**config.mk**
```make
export PLATFORM = sky130hd
export DESIGN_NAME = branch_target_unit
export DESIGN_NICKNAME = d
export VERILOG_FILES = /design/src/rtl/bru_pkg.sv /design/src/rtl/bru_decode.sv /design/src/rtl/bru_cond_eval.sv /design/src/rtl/bru_target.sv /design/src/rtl/branch_target_unit.sv
export SDC_FILE = /design/constraint.sdc
export NUM_CORES = 1
export LEC_CHECK = 0
export CAP_MARGIN = 25
export CORE_MARGIN = 1
export CORE_UTILIZATION = 50
export CTS_CLUSTER_SIZE = 16
export DETAILED_ROUTE_END_ITERATION = 12
export DONT_BUFFER_PORTS = 1
export GPL_ROUTABILITY_DRIVEN = 0
export PLACE_DENSITY_LB_ADDON = 0.08
export SLEW_MARGIN = 20
export SYNTH_ARGS = -nofsm -noshare
export SYNTH_HDL_FRONTEND = slang
export SYNTH_HIERARCHICAL = 1
export SYNTH_SLANG_ARGS = --single-unit
```
**constraint.sdc**
```tcl
create_clock -name clk -period 2.85 [get_ports clk]
set_input_delay 0.4275 -clock clk [delete_from_list [all_inputs] [get_ports clk]]
set_output_delay 0.4275 -clock clk [all_outputs]
set_load 0.01 [all_outputs]
```
**src/rtl/bru_pkg.sv**
```systemverilog
// Package: shared encodings for the branch/loop-branch target unit.
// Assumes a 16-bit instruction word; field positions are fixed by the format.
package bru_pkg;

    typedef enum logic [3:0] {
        CND_ALWAYS = 4'd0,
        CND_EQ     = 4'd1,
        CND_NE     = 4'd2,
        CND_MI     = 4'd3,
        CND_PL     = 4'd4,
        CND_VS     = 4'd5,
        CND_VC     = 4'd6,
        CND_CS     = 4'd7,
        CND_CC     = 4'd8,
        CND_GE     = 4'd9,
        CND_LT     = 4'd10,
        CND_GT     = 4'd11,
        CND_LE     = 4'd12,
        CND_HI     = 4'd13,
        CND_LOS    = 4'd14,
        CND_RSVD   = 4'd15
    } cond_e;

    typedef enum logic [1:0] {
        KIND_NONE = 2'd0,
        KIND_COND = 2'd1,
        KIND_LOOP = 2'd2
    } kind_e;

    localparam int INSN_W    = 16;
    localparam int BOFF_W    = 8;
    localparam int LOFF_W    = 6;
    localparam int RSEL_W    = 3;
    localparam logic [3:0] COND_MAJOR = 4'h0;
    localparam logic [6:0] LOOP_MAJOR = 7'b1000000;

    typedef struct packed {
        kind_e                   kind;
        cond_e                   cond;
        logic [BOFF_W-1:0]       boff;
        logic [LOFF_W-1:0]       loff;
        logic [RSEL_W-1:0]       rsel;
    } dec_t;

endpackage

```
**src/rtl/bru_decode.sv**
```systemverilog
// Module: bru_decode
// Classifies an instruction word as conditional branch, loop branch or other,
// and extracts the condition selector, offsets and register index.
// Assumes: selector 15 in the conditional space is reserved (treated as other).
module bru_decode
    import bru_pkg::*;
(
    input  logic [INSN_W-1:0] instr_i,
    output dec_t              dec_o
);
    timeunit 1ns;
    timeprecision 1ps;

    localparam int MAJ_HI = INSN_W - 1;

    logic is_cond_space;
    logic is_loop_space;

    // Match the major opcode groups.
    always_comb begin
        is_cond_space = (instr_i[MAJ_HI -: 4] == COND_MAJOR)
                        && (instr_i[11:8] != CND_RSVD);
        is_loop_space = (instr_i[MAJ_HI -: 7] == LOOP_MAJOR);
    end

    // Assemble the decoded fields.
    always_comb begin
        dec_o.cond = cond_e'(instr_i[11:8]);
        dec_o.boff = instr_i[BOFF_W-1:0];
        dec_o.loff = instr_i[LOFF_W-1:0];
        dec_o.rsel = instr_i[LOFF_W +: RSEL_W];
        if (is_cond_space)
            dec_o.kind = KIND_COND;
        else if (is_loop_space)
            dec_o.kind = KIND_LOOP;
        else
            dec_o.kind = KIND_NONE;
    end

endmodule

```
**src/rtl/bru_cond_eval.sv**
```systemverilog
// Module: bru_cond_eval
// Evaluates a condition selector against the N, Z, V, C flags.
// Assumes: the reserved selector never reaches here as a branch (result 0).
module bru_cond_eval
    import bru_pkg::*;
(
    input  cond_e cond_i,
    input  logic  n_i,
    input  logic  z_i,
    input  logic  v_i,
    input  logic  c_i,
    output logic  pass_o
);
    timeunit 1ns;
    timeprecision 1ps;

    logic sgn_lt;

    // Signed less-than term shared by four selectors.
    always_comb sgn_lt = n_i ^ v_i;

    // Select the test named by the selector.
    always_comb begin
        unique case (cond_i)
            CND_ALWAYS: pass_o = 1'b1;
            CND_EQ:     pass_o = z_i;
            CND_NE:     pass_o = ~z_i;
            CND_MI:     pass_o = n_i;
            CND_PL:     pass_o = ~n_i;
            CND_VS:     pass_o = v_i;
            CND_VC:     pass_o = ~v_i;
            CND_CS:     pass_o = c_i;
            CND_CC:     pass_o = ~c_i;
            CND_GE:     pass_o = ~sgn_lt;
            CND_LT:     pass_o = sgn_lt;
            CND_GT:     pass_o = ~(z_i | sgn_lt);
            CND_LE:     pass_o = z_i | sgn_lt;
            CND_HI:     pass_o = ~(c_i | z_i);
            CND_LOS:    pass_o = c_i | z_i;
            default:    pass_o = 1'b0;
        endcase
    end

endmodule

```
**src/rtl/bru_target.sv**
```systemverilog
// Module: bru_target
// Computes the forward/backward branch target, the loop-branch target and the
// decremented register value. Word offsets are scaled to byte addresses.
// Assumes: W >= 9 so the scaled 8-bit displacement fits.
module bru_target
    import bru_pkg::*;
#(
    parameter int W = 16
) (
    input  logic [W-1:0]      pc_i,
    input  logic [BOFF_W-1:0] boff_i,
    input  logic [LOFF_W-1:0] loff_i,
    input  logic [W-1:0]      reg_val_i,
    output logic [W-1:0]      br_tgt_o,
    output logic [W-1:0]      loop_tgt_o,
    output logic [W-1:0]      dec_val_o,
    output logic              dec_nz_o
);
    timeunit 1ns;
    timeprecision 1ps;

    localparam int BEXT = W - BOFF_W - 1;
    localparam int LEXT = W - LOFF_W - 1;

    logic [W-1:0] bdisp;
    logic [W-1:0] ldisp;

    // Scale word displacements to byte displacements.
    always_comb begin
        bdisp = {{BEXT{boff_i[BOFF_W-1]}}, boff_i, 1'b0};
        ldisp = {{LEXT{1'b0}}, loff_i, 1'b0};
    end

    // Targets wrap modulo 2^W.
    always_comb begin
        br_tgt_o   = pc_i + bdisp;
        loop_tgt_o = pc_i - ldisp;
    end

    // Loop counter decrement and nonzero test.
    always_comb begin
        dec_val_o = reg_val_i - W'(1);
        dec_nz_o  = |dec_val_o;
    end

endmodule

```
**src/rtl/branch_target_unit.sv**
```systemverilog
// Module: branch_target_unit (top)
// Resolves one branch-class instruction per cycle and registers the outcome:
// taken flag, next PC and optional loop-counter write-back.
// Assumes: pc_i already points past the instruction; flags are current.
module branch_target_unit
    import bru_pkg::*;
#(
    parameter int W = 16
) (
    input  logic              clk,
    input  logic              rst_n,
    input  logic              valid_i,
    input  logic [INSN_W-1:0] instr_i,
    input  logic [W-1:0]      pc_i,
    input  logic              flag_n_i,
    input  logic              flag_z_i,
    input  logic              flag_v_i,
    input  logic              flag_c_i,
    input  logic [W-1:0]      reg_val_i,
    output logic              valid_o,
    output logic              taken_o,
    output logic [W-1:0]      next_pc_o,
    output logic              wb_en_o,
    output logic [RSEL_W-1:0] wb_sel_o,
    output logic [W-1:0]      wb_data_o
);
    timeunit 1ns;
    timeprecision 1ps;

    dec_t         dec;
    logic         cond_pass;
    logic [W-1:0] br_tgt;
    logic [W-1:0] loop_tgt;
    logic [W-1:0] dec_val;
    logic         dec_nz;

    logic         take_d;
    logic [W-1:0] npc_d;
    logic         wen_d;

    bru_decode u_dec (
        .instr_i (instr_i),
        .dec_o   (dec)
    );

    bru_cond_eval u_cond (
        .cond_i (dec.cond),
        .n_i    (flag_n_i),
        .z_i    (flag_z_i),
        .v_i    (flag_v_i),
        .c_i    (flag_c_i),
        .pass_o (cond_pass)
    );

    bru_target #(.W(W)) u_tgt (
        .pc_i       (pc_i),
        .boff_i     (dec.boff),
        .loff_i     (dec.loff),
        .reg_val_i  (reg_val_i),
        .br_tgt_o   (br_tgt),
        .loop_tgt_o (loop_tgt),
        .dec_val_o  (dec_val),
        .dec_nz_o   (dec_nz)
    );

    // Choose the outcome for the decoded instruction kind.
    always_comb begin
        take_d = 1'b0;
        npc_d  = pc_i;
        wen_d  = 1'b0;
        unique case (dec.kind)
            KIND_COND: begin
                take_d = cond_pass;
                if (cond_pass) npc_d = br_tgt;
            end
            KIND_LOOP: begin
                wen_d  = 1'b1;
                take_d = dec_nz;
                if (dec_nz) npc_d = loop_tgt;
            end
            default: ;
        endcase
    end

    // Output register with synchronous active-low reset.
    always_ff @(posedge clk) begin
        if (!rst_n) begin
            valid_o   <= 1'b0;
            taken_o   <= 1'b0;
            next_pc_o <= '0;
            wb_en_o   <= 1'b0;
            wb_sel_o  <= '0;
            wb_data_o <= '0;
        end else begin
            valid_o   <= valid_i;
            taken_o   <= valid_i & take_d;
            next_pc_o <= npc_d;
            wb_en_o   <= valid_i & wen_d;
            wb_sel_o  <= dec.rsel;
            wb_data_o <= dec_val;
        end
    end

    // no activity reported without a valid result.
    assert_idle_quiet_R9: assert property (@(posedge clk) disable iff (!rst_n)
        !valid_o |-> (!taken_o && !wb_en_o));

    // one-cycle latency of the valid strobe.
    assert_valid_latency_R9: assert property (@(posedge clk) disable iff (!rst_n)
        valid_i |=> valid_o);

    // fall-through keeps the incoming PC.
    assert_fallthrough_pc_R4: assert property (@(posedge clk) disable iff (!rst_n)
        (valid_o && !taken_o) |-> (next_pc_o == $past(pc_i)));

    // write-back carries the register value minus one.
    assert_wb_decrement_R5: assert property (@(posedge clk) disable iff (!rst_n)
        wb_en_o |-> (wb_data_o == W'($past(reg_val_i) - W'(1))));

    // loop branch is taken exactly when the written value is nonzero.
    assert_loop_taken_R6: assert property (@(posedge clk) disable iff (!rst_n)
        wb_en_o |-> (taken_o == (wb_data_o != '0)));

endmodule

```
* Yosys cells after proc, flatten, opt, wreduce, memory -nomap -nowiden
Cells that the tools add are included.
** Word-level totals
- Memories :: 0
- Memory bits (writable) :: 0
- Output and inout bits :: 38
- Input bits :: 55
- ROM bits :: 0
- Latch bits :: 0
- Register bits after elaboration :: 38
** Operators by class
- Eq/ne operators :: 18
- Shifts and indexed selects :: 0
- Order comparisons :: 0
- Bitwise operators :: 12
- Add/subtract/negate cells :: 3
- Div/mod/pow operators :: 0
- Muxes and demuxes :: 8
- Reduce and logical (&&, ||, !) cells :: 4
- Multiply operators :: 0
** Operators by type and width (count)
- 16-bit two-way mux :: 2
- 16-bit case mux with 2 select lines :: 1
- 4-bit equality test (second input constant) :: 7
- 16-bit adder :: 1
- 4-bit by 3-bit equality test with 1-bit output (second input constant) :: 4
- 16-bit OR reduction :: 1
- 16-bit by 1-bit subtractor with 16-bit output (second input constant) :: 1
- 16-bit by 7-bit subtractor with 16-bit output :: 1
- 1-bit case mux with 15 select lines :: 1
- 4-bit by 2-bit equality test with 1-bit output (second input constant) :: 2
- 4-bit zero test :: 2
- 7-bit equality test (second input constant) :: 1
- 1-bit NOT :: 7
- 4-bit by 1-bit equality test with 1-bit output (second input constant) :: 1
- 2-bit two-way mux :: 2
- 4-bit inequality test (second input constant) :: 1
- 1-bit bitwise AND :: 2
- 2-bit by 1-bit equality test with 1-bit output (second input constant) :: 1
- 2-bit equality test (second input constant) :: 1
- 1-bit bitwise OR :: 2
- 1-bit case mux with 2 select lines :: 1
- 1-bit logical AND :: 1
- 1-bit two-way mux :: 1
- 1-bit XOR :: 1

* Depth between registers and ports, before layout
Gate-level depths: netlist (run 1).
- Depth after elaboration :: 6
- Depth in mapped cells :: 12

* Modules after synthesis
Netlist (run 1), hierarchy kept.
** Modules (own cells, without submodules)
- bru_target :: cells an instance 203, times used 1, area an instance 1445.1 um2, seq. area each 0.0 um2
- branch_target_unit :: cells an instance 112, times used 1, area an instance 1351.3 um2, seq. area each 760.7 um2
- bru_decode :: cells an instance 26, times used 1, area an instance 205.2 um2, seq. area each 0.0 um2
- bru_cond_eval :: cells an instance 24, times used 1, area an instance 178.9 um2, seq. area each 0.0 um2

* Worst setup path after synthesis (run 1)
Ideal clock, no wire load.
- Path type :: input to register
- Start point :: in reg_val_i[5]
- End point :: reg next_pc_o[0]
- Stages on the path :: 10
- Arrival time :: 2.896 ns
- Data required time :: 2.730 ns
- Path buffers :: 2
- Slack :: -0.166 ns
- Cell sequence :: or3_4 nor4_2 xor2_2 or4_1 or4b_1 and2_1 buf_6 clkbuf_8 a22oi_1 o2bb2ai_1
** Between the ends
- Word-level cells in the longest chain between the ends :: 4
** RTL lines
- start, declared :: line branch_target_unit.sv:19 : input logic [W-1:0] reg_val_i,
- 16-bit by 1-bit subtractor with 16-bit output :: line bru_target.sv:42 : dec_val_o = reg_val_i - W'(1);
- net dec_val[8] :: line branch_target_unit.sv:34 : logic [W-1:0] dec_val;
- 16-bit OR reduction :: line bru_target.sv:43 : dec_nz_o = |dec_val_o;
- net dec_nz :: line branch_target_unit.sv:35 : logic dec_nz;
- 16-bit two-way mux :: line branch_target_unit.sv:79 : if (dec_nz) npc_d = loop_tgt;
- 16-bit case mux with 2 select lines :: line branch_target_unit.sv:71 : unique case (dec.kind)
- end signal, assigned :: line branch_target_unit.sv:97 : next_pc_o <= npc_d;
- end, declared :: line branch_target_unit.sv:22 : output logic [W-1:0] next_pc_o,
The timed path passes the listed nets, and every way through them passes these cells.
A chain may end at the register's enable or synchronous reset.

* Worst setup path in the final report (run 1)
- Start point :: in reg_val_i[3]
- End point :: reg next_pc_o[10]
Same word-level chain as after synthesis.

==> implementation parameters, run 1 <==
Parameter                              Value

Outcome
  Status ... complete, no violations

STA
  Least-Margin Pin Slew ... 635.3 ps
  Worst hold-check slack ... 248.3 ps
  Remaining max-slew budget at the tightest pin ... 0.5765
  Maximum clock frequency ... 0.3724 GHz
  Slew Limit Fails ... 0
  Post-layout worst setup margin ... 164.6 ps
  RSZ-0062 raised after global routing ... false
  Final Setup Violations ... 0
  Hold violation count in the final report ... 0
  Portion of the clock cycle consumed by the worst path in the final layout ... 0.9422
  Shortest period the worst path allows ... 2685 ps

Clock network
  Deepest level of the CTS H-tree ... 2
  Clock sink count ... 38
  Clock transition at path regs ... 80 ps
  CTS tree ... yes
  Number of resized instances in the post-cts repair step ... 0
  Number of buffers added by the clock tree synthesis step ... 5
  CTS Hold Buffers Added ... 0
  CTS root buf ... clkbuf_8
  CTS max path bufs ... 2
  Post-CTS setup-driven buffer insertion count ... 0

Worst setup path
  Sum of buffers and inverters on the critical path ... 1
  Class of the most critical setup path ... in -> reg
  Worst path required time ... 3010 ps
  Chain of cells forming the critical path ... or3_4, nor4_4, xor2_2, or4_1, or4b_1, and2_1, buf_12, a22oi_1, o2bb2ai_1
  Worst Setup End Kind ... flop
  CP Data Arrival Time ... 2850 ps
  Family with the most delay on the worst path ... simple AND/OR/NAND/NOR gates
  Delay of the slowest cell on the worst path ... 550 ps
  Worst-path cell with the longest stage delay ... or4b_1
  Highest net fanout along the worst path ... 15
  CP Launch Type ... primary input

Power
  Max VDD drop ... 0.4177 mV
  PD cells ... 453.0 mW/mm2
  Design Power ... 1.475 mW
  Static leakage ... 1.217 nW

GRT
  Number of antenna violations at the first check in global routing ... 0
  Number of global-route vias before repair ... 2340
  Met3 Usage GRT ... 0.04222
  GRT Total Usage ... 0.2039
  Busiest metal layer after global routing ... met2
  Met2 capacity usage during global routing ... 0.3554
  Remaining global-route overflow ... 0
  Largest net degree at the start of global routing ... 24
  Grt met1 use ... 0.2434
  Wire length of the first global-routing pass ... 10.51 mm

Finish
  Share of cells above drive strength 1 ... 0.1362
  Antenna cells ... 0
  Summed area of non-filler cells in the final layout ... 0.003257 mm2
  Util after Layout ... 0.5405
  Area growth syn-to-layout ... 2.400%
  Filler Cell Count ... 560
  Post-layout net count ... 425

Synth
  Sequential-to-total area share from yosys stat ... 0.2392
  Total standard cell area after synthesis ... 0.003181 mm2
  Post-synth cell types ... 62
  Synth Flop Type ... dfxtp_1
  Syn nets ... 446
  Post-synthesis cell count ... 365
  Post-synthesis area per instance ... 8.714 um2
  Number of synthesized register bits ... 38
  Yosys warns ... 6
  Number of enable flip-flop cells after synthesis ... 0
  Share of synthesized registers carrying an async set or reset ... 0

Job
  Number of maximum-capacitance violations ... 0

Detailed routing
  Routed wire length ... 6.829 mm
  Drt pass-1 iters ... 4
  Detailed router's first-iteration violation count ... 73
  Wirelength per Cell ... 16.26 um
  Post-route DRC violation count ... 0
  Via-per-instance ratio ... 5.945
  Via count of the routed design ... 2497
  Antenna violation net count after detailed routing ... 0

Floorplanning
  Floorplan die height ... 81.76 um
  Full die area ... 0.006684 mm2
  Initial core utilization ... 0.5278
  Width of the chip ... 81.76 um
  Core area ... 0.006026 mm2
  I/O pin cnt ... 93
  Placement row count ... 28

Worst hold path
  Type of the worst min-delay path ... in -> reg

Placement
  Port bufs ... 0
  Cell Area, Placed ... 0.003114 mm2
  HPWL after detailed placement ... 5.497 mm
  Worst Setup Slack post-DPL ... -137.6 ps
## where the power goes
part | switching [mW] | internal [mW]
combinational | 0.171 | 0.154
clock | 0.188 | 0.373
sequential | 0.0282 | 0.561
## per-layer routing
metal | part of all wire | vias to the layer above
li1 | - | 1255
met1 | 0.43 | 1161
met2 | 0.49 | 73
met3 | 0.066 | 8
met4 | 0.017 | 0
met5 | 0 | -
## final timing paths
check	from	end	slack (ps)	cells after the start
setup / recovery	reg_val_i[3]	next_pc_o[10]$_SDFF_PN0_	160	9
hold / removal	pc_i[13]	next_pc_o[13]$_SDFF_PN0_	250	1
## logic make-up (layout without fill, tap and decap cells)
logic type | count (synthesis) | count (layout) | synth area share
xor+xnor | 35 | 35 | 0.09874
simple gates | 120 | 120 | 0.2262
buf+inv | 53 | 33 | 0.1113
fa+ha+maj | 26 | 26 | 0.1070
mux | 3 | 3 | 0.01023
flops | 38 | 38 | 0.2392
compound gates | 90 | 90 | 0.2073
## synthesized netlist by cell type (all sizes together) (3+ instances only)
cell type	count	area share
o2bb2ai	16	0.046
a21o	3	0.0071
or4b	3	0.0094
o21a	3	0.0071
a211oi	7	0.017
or3	8	0.018
inv	16	0.019
o211ai	3	0.0071
clkbuf	7	0.015
and2	22	0.044
buf	30	0.077
a22oi	17	0.040
xor2	14	0.041
nand2b	6	0.013
nor4b	3	0.0083
o21ai	16	0.025
nand3	9	0.014
xnor2	21	0.058
a21oi	13	0.020
nor2	24	0.028
ha	24	0.094
dfxtp	38	0.24
nor3	10	0.017
nor2b	6	0.015
nand2	10	0.012
nor3b	4	0.0094
nor4	6	0.018
## through the flow
step	cells	TNS [ps]
after floorplan	365	-697.3
after global placement	412	-1318
after detailed placement	412	-1517
after CTS	420	0
after global routing	420	0
final	420	0
## registers in the layout, indices dropped and copies added, names as in the netlist
name and flops:
wb_en_o 1, next_pc_o 16, wb_data_o 16, valid_o 1, wb_sel_o 3, taken_o 1
## placed cells by master, fill, tap and decap left out, drive strengths merged, types with 3 or more instances in the layout
cell / synthesis / layout
o211ai: 3 / 3
or4b: 3 / 3
or3: 8 / 8
a21o: 3 / 3
o21a: 3 / 3
a22oi: 17 / 17
a21oi: 13 / 13
a211oi: 7 / 7
nor2: 24 / 24
nor4: 6 / 6
dfxtp: 38 / 38
o21ai: 16 / 16
clkbuf: 7 / 6
xnor2: 21 / 21
inv: 16 / 16
o2bb2ai: 16 / 16
nor2b: 6 / 6
buf: 30 / 9
nand2: 10 / 10
nor3b: 4 / 4
nor4b: 3 / 3
nor3: 10 / 10
ha: 24 / 24
and2: 22 / 22
xor2: 14 / 14
nand2b: 6 / 6
nand3: 9 / 9
## area by class of cell
type	instances	area, um2	area share
Multi-Input combinational cell	274	2120	0.6508
Sequential cell	38	760.7	0.2336
Clock buffer	6	82.58	0.02536
Inverter	16	60.06	0.01844
Clock inverter	2	60.06	0.01844
Timing Repair Buffer	9	80.08	0.02459
Tap cell	75	93.84	0.02881
Note: power is estimated with default switching activity, not from simulation.
==> inputs of run 2 (changes only) <==
--- a/config.mk
+++ b/config.mk
@@ -6,8 +6,10 @@
 export NUM_CORES = 1
 export LEC_CHECK = 0
 export CAP_MARGIN = 25
+export CELL_PAD_IN_SITES_DETAIL_PLACEMENT = 1
+export CELL_PAD_IN_SITES_GLOBAL_PLACEMENT = 1
 export CORE_MARGIN = 1
-export CORE_UTILIZATION = 50
+export CORE_UTILIZATION = 43
 export CTS_CLUSTER_SIZE = 16
 export DETAILED_ROUTE_END_ITERATION = 12
 export DONT_BUFFER_PORTS = 1
==> run 2 against run 1 <==
  * Via count rose by 1.6%
  * Critical path depth did not move
  * Critical path type unchanged
  * Setup slack worse by 30 ps
  * Critical endpoint is now next_pc_o[1]$_SDFF_PN0_
  * Routed wire length is 11% higher
==> implementation parameters, run 2 (same netlist as run 1, synthesis figures left out) <==
Parameter                              Value

GRT
  Wire length of the first global-routing pass ... 12.33 mm
  Number of global-route vias before repair ... 2583
  Largest net degree at the start of global routing ... 24
  GRT Total Usage ... 0.2036
  Remaining global-route overflow ... 0
  Number of antenna violations at the first check in global routing ... 0

Clock network
  CTS tree ... yes
  Deepest level of the CTS H-tree ... 2
  Number of resized instances in the post-cts repair step ... 0
  CTS root buf ... clkbuf_8
  Clock transition at path regs ... 80 ps
  CTS Hold Buffers Added ... 0
  CTS max path bufs ... 2
  Post-CTS setup-driven buffer insertion count ... 0
  Number of buffers added by the clock tree synthesis step ... 5
  Clock sink count ... 38

Power
  Design Power ... 1.367 mW
  P_int ... 0.9730 mW
  Clock share of power ... 0.327
  Max VDD drop ... 0.1745 mV
  Combinational power share ... 0.243
  PD cells ... 420.8 mW/mm2
  Fraction of power spent switching nets ... 0.2885
  Static leakage ... 1.203 nW
  Sequential share of power ... 0.431
  Net Sw Power ... 0.3945 mW

Finish
  Highest-count cells in the layout ignoring fill and taps ... dfxtp_1 (38), nor2_1 (24), ha_1 (24), and2_1 (21), xnor2_1 (21)
  Filler Cell Count ... 839
  Antenna cells ... 0
  Leading registers by flop count ... next_pc_o x16, wb_data_o x16, wb_sel_o x3
  Number of standard cells in the layout, taps in and fillers out ... 441
  Util after Layout ... 0.4654
  Post-layout net count ... 425
  Share of cells above drive strength 1 ... 0.1362
  Commonest non-fill, non-tap cell in the layout ... dfxtp_1
  Area growth syn-to-layout ... 2.164%

Worst setup path
  Class of the most critical setup path ... in -> reg
  Worst Setup End Kind ... flop
  CP Launch Type ... primary input
  Chain of cells forming the critical path ... or3_4, nor4_4, xor2_2, or4_1, or4b_1, and2_1, buf_4, a22oi_2, o2bb2ai_1
  Worst path required time ... 3000 ps
  Delay of the slowest cell on the worst path ... 560 ps
  Worst-path cell with the longest stage delay ... or4b_1
  Family with the most delay on the worst path ... simple AND/OR/NAND/NOR gates
  Sum of buffers and inverters on the critical path ... 1
  Highest net fanout along the worst path ... 8
  CP Data Arrival Time ... 2860 ps

STA
  Maximum clock frequency ... 0.3683 GHz
  Final Setup Violations ... 0
  Remaining max-slew budget at the tightest pin ... 0.5624
  Slew Limit Fails ... 0
  Hold violation count in the final report ... 0
  Shortest period the worst path allows ... 2715 ps
  Portion of the clock cycle consumed by the worst path in the final layout ... 0.9528
  Least-Margin Pin Slew ... 656.4 ps
  RSZ-0062 raised after global routing ... false

Job
  Number of maximum-capacitance violations ... 0

Placement
  Cell count after placement ... 433
  Port bufs ... 0
  HPWL after detailed placement ... 6.288 mm

Floorplanning
  Core area ... 0.006982 mm2
  Floorplan die height ... 88.01 um
  Width of the chip ... 88.01 um
  I/O pin cnt ... 93
  Full die area ... 0.007745 mm2
  Initial core utilization ... 0.4556
  Placement row count ... 30

Detailed routing
  Drt pass-1 iters ... 4
  Antenna violation net count after detailed routing ... 0
  Post-route DRC violation count ... 0
  Routed wire length ... 7.580 mm
  Via-per-instance ratio ... 5.751
  Wirelength per Cell ... 17.19 um
  Via count of the routed design ... 2536
  Detailed router's first-iteration violation count ... 40

Outcome
  Status ... complete, no violations

Worst hold path
  Min-Delay Startpoint ... pc_i[13]
  Type of the worst min-delay path ... in -> reg
  WHS Endpoint ... next_pc_o[13]$_SDFF_PN0_
  Number of cells on the worst hold path ... 1
## run 2: worst max-delay path by stage
stage                       from  cells past startpoint                  endpoint  slack (ps)
global placement    reg_val_i[3]                      9  next_pc_o[13]$_SDFF_PN0_        -120
finish              reg_val_i[3]                      9   next_pc_o[1]$_SDFF_PN0_         130
global route        reg_val_i[3]                      9  next_pc_o[13]$_SDFF_PN0_          10
detailed placement  reg_val_i[3]                      9   next_pc_o[1]$_SDFF_PN0_        -190
floorplan           reg_val_i[3]                     10  next_pc_o[15]$_SDFF_PN0_         -80
CTS                 reg_val_i[3]                      9   next_pc_o[1]$_SDFF_PN0_         110
## run 2: power by group through the flow
stage	Sequential, mW	Clock, mW	Combinational (mW)
3_3_place_gp	0.602	0	0.325
4_1_cts	0.590	0.461	0.335
5_1_grt	0.592	0.474	0.373
3_5_place_dp	0.603	0	0.333
2_1_floorplan	0.596	0	0.305
6_report	0.589	0.447	0.332
## run 2: through the flow
stage	hold slack (ps)	worst slack (ps)	setup TNS, ps	cell area [um2]
2_1_floorplan	535.2	-77.43	-697.3	3246
3_3_place_gp	537.3	-122.8	-1690	3141
3_5_place_dp	542.1	-185.4	-2223	3141
4_1_cts	235.4	107.2	0	3249
5_1_grt	235.8	14.87	0	3249
6_report	245.0	134.6	0	3249
## run 2: layout make-up
cell class / instances / area (um2) / area share
multi-input combinational: 274 / 2120 / 0.6523
sequential: 38 / 760.7 / 0.2341
tap: 96 / 120.1 / 0.03697
timing repair buffer: 9 / 80.08 / 0.02464
clock buffer: 5 / 68.82 / 0.02118
inverter: 16 / 60.06 / 0.01848
clock inverter: 3 / 40.04 / 0.01232
## run 2: per-layer routing
metal  vias to the layer above  wire length [um]  track usage
met5                         -                 0            0
met3                         4               445      0.04713
met4                         0                59      0.05365
li1                       1251                 -            -
met2                        54              3864       0.3805
met1                      1227              3210       0.2302
